===== src/rtl/pcx_pkg.sv =====
package pcx_pkg;

   typedef enum logic {
      ST_IDLE = 1'b0,
      ST_RUN  = 1'b1
   } pcx_state_e;

   typedef struct packed {
      logic [6:0] rsvd;
      logic [7:0] bus;
      logic [4:0] dev;
      logic [3:0] func;
      logic [7:0] offs;
   } pcx_tag_t;

   function automatic logic [31:0] swap32(input logic [31:0] x);
      return {x[7:0], x[15:8], x[23:16], x[31:24]};
   endfunction

endpackage


===== src/rtl/pcx_decode.sv =====
module pcx_decode
   import pcx_pkg::*;
#(
   parameter int LOCAL_BUS = 0,
   parameter int MIN_DEV   = 11
) (
   input  logic [31:0] areg,
   output logic [31:0] dec_addr,
   output logic        dec_type1,
   output logic        func_bad,
   output logic        dev_low
);
   localparam logic [7:0] LB = LOCAL_BUS[7:0];
   localparam logic [5:0] MD = MIN_DEV[5:0];

   pcx_tag_t tag;
   logic     is_local;
   logic [31:0] t0_word, t1_word;
   logic unused_rsvd;

   assign tag         = pcx_tag_t'(areg);
   assign unused_rsvd = &{1'b0, tag.rsvd};
   assign is_local    = (tag.bus == LB);

   assign t0_word = (32'h1 << tag.dev)
                  | {21'h0, tag.func[2:0], 8'h00}
                  | {24'h0, tag.offs[7:2], 2'b00};
   assign t1_word = {8'h00, tag.bus, tag.dev, tag.func[2:0], tag.offs[7:2], 2'b01};

   assign dec_type1 = !is_local;
   assign dec_addr  = is_local ? t0_word : t1_word;
   assign func_bad  = tag.func[3];
   assign dev_low   = is_local && ({1'b0, tag.dev} < MD);
endmodule


===== src/rtl/pcx_lane.sv =====
module pcx_lane #(
   parameter int LANE_W  = 32,
   parameter bit SWAP_EN = 1'b1
) (
   input  logic [2*LANE_W-1:0] cpu_wdata,
   input  logic                hi_sel,
   input  logic [LANE_W-1:0]   rsp_data,
   output logic [LANE_W-1:0]   tgt_wdata,
   output logic [2*LANE_W-1:0] cpu_rdata
);
   localparam int NB = LANE_W / 8;

   logic [LANE_W-1:0] wsel, rsw;

   assign wsel = hi_sel ? cpu_wdata[2*LANE_W-1:LANE_W] : cpu_wdata[LANE_W-1:0];

   generate
      if (SWAP_EN) begin : g_swap
         for (genvar b = 0; b < NB; b++) begin : g_byte
            assign tgt_wdata[8*b +: 8] = wsel[8*(NB-1-b) +: 8];
            assign rsw[8*b +: 8]       = rsp_data[8*(NB-1-b) +: 8];
         end
      end else begin : g_pass
         assign tgt_wdata = wsel;
         assign rsw       = rsp_data;
      end
   endgenerate

   assign cpu_rdata = hi_sel ? {rsw, {LANE_W{1'b0}}} : {{LANE_W{1'b0}}, rsw};
endmodule


===== src/rtl/pcx_abort_timer.sv =====
module pcx_abort_timer #(
   parameter int TIMEOUT = 16
) (
   input  logic clk,
   input  logic rst_n,
   input  logic run,
   output logic expire
);
   localparam int CNT_W = (TIMEOUT > 1) ? $clog2(TIMEOUT) : 1;
   localparam logic [CNT_W-1:0] LAST = CNT_W'(TIMEOUT - 1);

   logic [CNT_W-1:0] cnt_q;

   always_ff @(posedge clk or negedge rst_n) begin
      if (!rst_n)          cnt_q <= '0;
      else if (!run)       cnt_q <= '0;
      else if (cnt_q != LAST) cnt_q <= cnt_q + 1'b1;
   end

   assign expire = run && (cnt_q == LAST);
endmodule


===== src/rtl/pci_cfg_xlat.sv =====
module pci_cfg_xlat
   import pcx_pkg::*;
#(
   parameter int TIMEOUT   = 16,
   parameter int LOCAL_BUS = 0,
   parameter int MIN_DEV   = 11,
   parameter bit SWAP_EN   = 1'b1
) (
   input  logic        clk,
   input  logic        rst_n,
   input  logic        reg_req,
   input  logic        reg_wr,
   input  logic        reg_sel,
   input  logic [63:0] reg_wdata,
   output logic [63:0] reg_rdata,
   output logic        reg_done,
   output logic        reg_wait,
   output logic        busy,
   output logic        cfg_err,
   output logic        cfg_abort,
   output logic        tgt_req,
   output logic        tgt_wr,
   output logic        tgt_type1,
   output logic [31:0] tgt_addr,
   output logic [31:0] tgt_wdata,
   input  logic        tgt_rdy,
   input  logic [31:0] tgt_rdata
);
   localparam int LANE_W = 32;
   localparam int PORT_W = 2 * LANE_W;

   generate
      if (TIMEOUT < 2) begin : g_bad_timeout
         $error("TIMEOUT must be at least 2");
      end
      if (LOCAL_BUS < 0 || LOCAL_BUS > 255) begin : g_bad_bus
         $error("LOCAL_BUS must fit in eight bits");
      end
      if (MIN_DEV < 0 || MIN_DEV > 31) begin : g_bad_dev
         $error("MIN_DEV must be a device number");
      end
   endgenerate

   pcx_state_e        state_q;
   logic [31:0]       addr_q;
   logic [PORT_W-1:0] rdata_q;
   logic              done_q, err_q, abort_q, hi_q, wr_q, type1_q;
   logic [31:0]       taddr_q, twdata_q;

   logic [31:0]       dec_addr;
   logic              dec_type1, func_bad, dev_low;
   logic              expire, accept, cur_hi, running;
   logic [LANE_W-1:0] lane_rsp, lane_wdata;
   logic [PORT_W-1:0] lane_rdata;
   logic [31:0]       addr_in, addr_out;

   pcx_decode #(.LOCAL_BUS(LOCAL_BUS), .MIN_DEV(MIN_DEV)) u_decode (
      .areg      (addr_q),
      .dec_addr  (dec_addr),
      .dec_type1 (dec_type1),
      .func_bad  (func_bad),
      .dev_low   (dev_low)
   );

   pcx_lane #(.LANE_W(LANE_W), .SWAP_EN(SWAP_EN)) u_lane (
      .cpu_wdata (reg_wdata),
      .hi_sel    (cur_hi),
      .rsp_data  (lane_rsp),
      .tgt_wdata (lane_wdata),
      .cpu_rdata (lane_rdata)
   );

   pcx_abort_timer #(.TIMEOUT(TIMEOUT)) u_timer (
      .clk    (clk),
      .rst_n  (rst_n),
      .run    (running),
      .expire (expire)
   );

   assign running  = (state_q == ST_RUN);
   assign accept   = reg_req && !done_q && (state_q == ST_IDLE);
   assign cur_hi   = running ? hi_q : addr_q[2];
   assign lane_rsp = (running && tgt_rdy) ? tgt_rdata : {LANE_W{1'b1}};
   assign addr_in  = SWAP_EN ? swap32(reg_wdata[31:0]) : reg_wdata[31:0];
   assign addr_out = SWAP_EN ? swap32(addr_q) : addr_q;

   always_ff @(posedge clk or negedge rst_n) begin
      if (!rst_n) begin
         state_q  <= ST_IDLE;
         addr_q   <= '0;
         rdata_q  <= '0;
         done_q   <= 1'b0;
         err_q    <= 1'b0;
         abort_q  <= 1'b0;
         hi_q     <= 1'b0;
         wr_q     <= 1'b0;
         type1_q  <= 1'b0;
         taddr_q  <= '0;
         twdata_q <= '0;
      end else begin
         done_q <= 1'b0;
         unique case (state_q)
            ST_IDLE: begin
               if (accept) begin
                  if (!reg_sel) begin
                     if (reg_wr) addr_q  <= addr_in;
                     else        rdata_q <= {{LANE_W{1'b0}}, addr_out};
                     done_q <= 1'b1;
                  end else if (addr_q == '0) begin
                     if (!reg_wr) rdata_q <= lane_rdata;
                     done_q <= 1'b1;
                  end else if (func_bad || dev_low) begin
                     err_q   <= func_bad || reg_wr;
                     abort_q <= 1'b0;
                     if (!reg_wr) rdata_q <= lane_rdata;
                     addr_q  <= '0;
                     done_q  <= 1'b1;
                  end else begin
                     state_q  <= ST_RUN;
                     taddr_q  <= dec_addr;
                     type1_q  <= dec_type1;
                     wr_q     <= reg_wr;
                     twdata_q <= lane_wdata;
                     hi_q     <= addr_q[2];
                     err_q    <= 1'b0;
                     abort_q  <= 1'b0;
                  end
               end
            end
            ST_RUN: begin
               if (tgt_rdy || expire) begin
                  state_q <= ST_IDLE;
                  done_q  <= 1'b1;
                  addr_q  <= '0;
                  abort_q <= !tgt_rdy;
                  if (!wr_q) rdata_q <= lane_rdata;
               end
            end
            default: state_q <= ST_IDLE;
         endcase
      end
   end

   assign reg_rdata = rdata_q;
   assign reg_done  = done_q;
   assign reg_wait  = reg_req && !done_q;
   assign busy      = running;
   assign cfg_err   = err_q;
   assign cfg_abort = abort_q;
   assign tgt_req   = running;
   assign tgt_wr    = wr_q;
   assign tgt_type1 = type1_q;
   assign tgt_addr  = taddr_q;
   assign tgt_wdata = twdata_q;
endmodule


===== config.mk =====
export PLATFORM = sky130hd
export DESIGN_NAME = pci_cfg_xlat
export DESIGN_NICKNAME = d
export VERILOG_FILES = /design/src/rtl/pcx_pkg.sv /design/src/rtl/pcx_decode.sv /design/src/rtl/pcx_lane.sv /design/src/rtl/pcx_abort_timer.sv /design/src/rtl/pci_cfg_xlat.sv
export SDC_FILE = /design/constraint.sdc
export NUM_CORES = 1
export LEC_CHECK = 0
export ABC_AREA = 1
export BUFFER_PORTS_ARGS = -buffer_cell sky130_fd_sc_hd__buf_4
export CAP_MARGIN = 20
export CORE_UTILIZATION = 50
export CTS_CLUSTER_SIZE = 20
export DETAILED_ROUTE_END_ITERATION = 7
export PLACE_DENSITY = 0.77
export SLEW_MARGIN = 20
export SYNTH_ARGS = -nofsm -noshare
export SYNTH_HDL_FRONTEND = slang
export SYNTH_SLANG_ARGS = --single-unit

===== constraint.sdc =====
create_clock -name clk -period 2.54 [get_ports clk]
set_clock_uncertainty 0.15 [all_clocks]
set_input_delay 0.508 -clock clk [delete_from_list [all_inputs] [get_ports clk]]
set_output_delay 0.508 -clock clk [all_outputs]
set_load 0.1 [all_outputs]

==> key figures <==
Floorplanning
  – Core area: ~0.017 mm²
  – Die Area: 0.01748 mm²
  – IO Count: approximately 240
  – Die X: 132.2 µm
  – Initial core utilization: between 50% and 60%
  – Chip Height: 132.2 µm
  – Row count: between 40 and 50

Timing
  – Fin crit share: around 90%
  – F_max: about 440 MHz
  – Final hold vios: 0
  – Min Tclk post-route: about 2.3 ns
  – Pin slew with the least headroom to its limit: roughly 0.57 ns
  – Slew headroom: approximately three fifths
  – Final setup violation count: 0
  – Unrepaired setup endpoints after global routing: false
  – Max-slew violations: 0
  – TNS Setup: 0 ns

CTS
  – Clock Tree Buf Depth: 2
  – CTS Buf Count: 17
  – Max H-tree Level: 4
  – CTS tree: done
  – Post-CTS setup buffers: 0
  – Clock Latency Late Sink: around 0.43 ns
  – Num Clock Sinks: roughly 170
  – Clk root buf: clkbuf_16
  – Worst-path clk slew: around 0.070 ns

Routing
  – DR top layer: met4
  – WL per Instance: around 16 µm
  – Met1 Wirelength: 10340 µm
  – DRC Markers: 0
  – Initial DRC count: about 660
  – Met3 wire len: between 1500 and 2000 µm
  – ANT nets after route: 0
  – Detailed-route vias per instance: approximately 5.4
  – Routed WL: between 20000 and 25000 µm
  – Met2 wire length: between 10000 and 15000 µm
  – DR pass1 iterations: 7
  – Routed via count: around 8000

Min path
  – Worst Hold Class: input pin to flip-flop

Worst setup path
  – Bufs and invs on worst path: 2
  – Critical Path Start Type: flip-flop
  – Crit end category: flip-flop
  – CP cell instances: ha_1 > nand2_1 > inv_1 > nand3_2 > nand3_2 > nand2_1 > clkinv_2 > nand3_4 > nand2_1 > nand2_1
  – Slowest stage delay, CP: 0.39 ns
  – Delay-heaviest family, CP: simple AND/OR/NAND/NOR gates
  – CP required: 2.71 ns
  – Critical Path AT: 2.44 ns
  – CP max stage cell: nand3_4
  – Most common cell on crit path: nand2_1
  – Max FO, Critical Path: 33
  – Setup CP Type: flip-flop to flip-flop

Global route
  – First-pass GRT wire length: 39920 µm
  – Gr usage total: 29.07%
  – Initial antenna violation count: 0
  – Gr ovfl total: 0
  – Vias in the first global route: ~8000
  – Largest net degree at the start of global routing: between 90 and 100

Synth
  – Post-synthesis average cell area: between 7 and 8 µm²
  – Distinct cells, synth: 31
  – Syn Std Cell Area: between 0.008 and 0.009 mm²
  – Seq/Total Area, Yosys: between 50% and 60%
  – Syn Nets: approximately 1200
  – YS warnings: 0
  – Synthesized instance count: 1066
  – Flop and latch count out of synthesis: roughly 170

Finish
  – Diodes inserted: 0
  – Most common cell after layout, fill and taps aside: nand2_1
  – Total Nets Final: between 1000 and 1500
  – Layout cells sized above 1: 24.69%
  – Layout area overhead: 28.84%
  – Most frequent cells in the layout: nand2_1 (358), buf_4 (250), dfrtp_1 (170), nor2_1 (133), o21ai_1 (77)

Flow run
  – MaxCap Viol Count: 0

Outcome
  – Status: finished clean

Place
  – DP HPWL: around 17000 µm
  – IO buf count: around 240
  – Final GP Congestion: ~0.9
## layout make-up
type	instances	area [µm²]
well taps	220	275.3
inverters	34	128.9
clock inverters	13	143.9
multi-input cells	784	3612
fillers	1505	5662
flip-flops and latches	171	4280
repair buffers	259	2038
clock buffers	19	442.9
## logic make-up after synthesis
group	Yosys count	share of synthesized area, %
buffers and inverters	111	7.026
and+or+nand+nor	623	31.29
DFF	171	50.48
adders and majority gates	1	0.1476
AOI/OAI and AO/OA	136	8.221
muxes	24	2.834
## through the flow
step	hold slack (ns)	setup WS [ns]	cells	area, µm²	util (%)
after floorplan	0.06241	0.1773	1066	8486	-
final	0.1437	0.2702	1500	10920	65.86
after detailed placement	0.3093	0.2373	1467	10320	62.25
after global routing	0.1624	0.01456	1500	10920	65.86
after global placement	0.3066	0.2887	1467	10320	62.25
after CTS	0.1346	0.2237	1500	10920	65.85
## layer usage
layer | global-route usage (%) | vias up
met3 | 6.075 | 41
met5 | 0 | -
li1 | - | 3886
met4 | 10.66 | 0
met2 | 47.41 | 332
met1 | 38.40 | 3789
## synth_stat cells
library cell / count / area (µm²)
o21ai_0: 26 / 130.1
nand2_2: 1 / 6.260
buf_2: 31 / 155.2
inv_2: 8 / 30.03
a21oi_1: 22 / 110.1
or2_2: 1 / 6.260
buf_6: 9 / 101.4
dfrtp_1: 171 / 4279
o21ai_1: 77 / 385.4
nand4_1: 34 / 212.7
nand3_1: 75 / 375.4
nand2_4: 1 / 11.26
o211ai_1: 1 / 7.510
nand3_4: 3 / 52.55
nor2_4: 5 / 56.30
ha_1: 1 / 12.51
buf_1: 2 / 7.510
mux2i_1: 24 / 240.2
buf_4: 19 / 142.6
nor2_2: 2 / 12.51
clkbuf_2: 1 / 5.000
o22ai_1: 9 / 56.30
nor4_1: 2 / 12.51
inv_1: 26 / 97.59
nand3_2: 2 / 20.02
nand2_1: 359 / 1348
clkbuf_1: 15 / 56.30
nor3_1: 3 / 15.01
a211oi_1: 1 / 7.510
nor2_1: 134 / 503.0
nand4_4: 1 / 21.27
## worst paths after layout
kind	start	cells past startpoint	end	slack, ns
min in group asynchronous	rst_n	2	tgt_wdata[23]	0.47
hold reg to reg	reg_rdata[16]	2	reg_rdata[16]	0.32
setup reg to reg	u_timer.cnt_q[0]	10	addr_q[12]	0.27
max in group asynchronous	rst_n	3	reg_rdata[12]	1.13
setup / recovery	u_timer.cnt_q[0]	10	addr_q[12]	0.27
hold / removal	tgt_rdy	2	busy	0.14
## flip-flops by register name, indices dropped and copies added (netlist names), 4 cells and up
name           flops
addr_q            32
tgt_addr          32
reg_rdata         64
u_timer.cnt_q      4
tgt_wdata         32
## what timing repair did
item,in CTS,in global routing
resized for setup,0,1
setup endpoints to repair,0,32
hold buffers,1,0
hold endpoints to repair,53,0
Power is not shown: default switching activity piles up to over one toggle a cycle in this logic, so the estimate is an artifact.
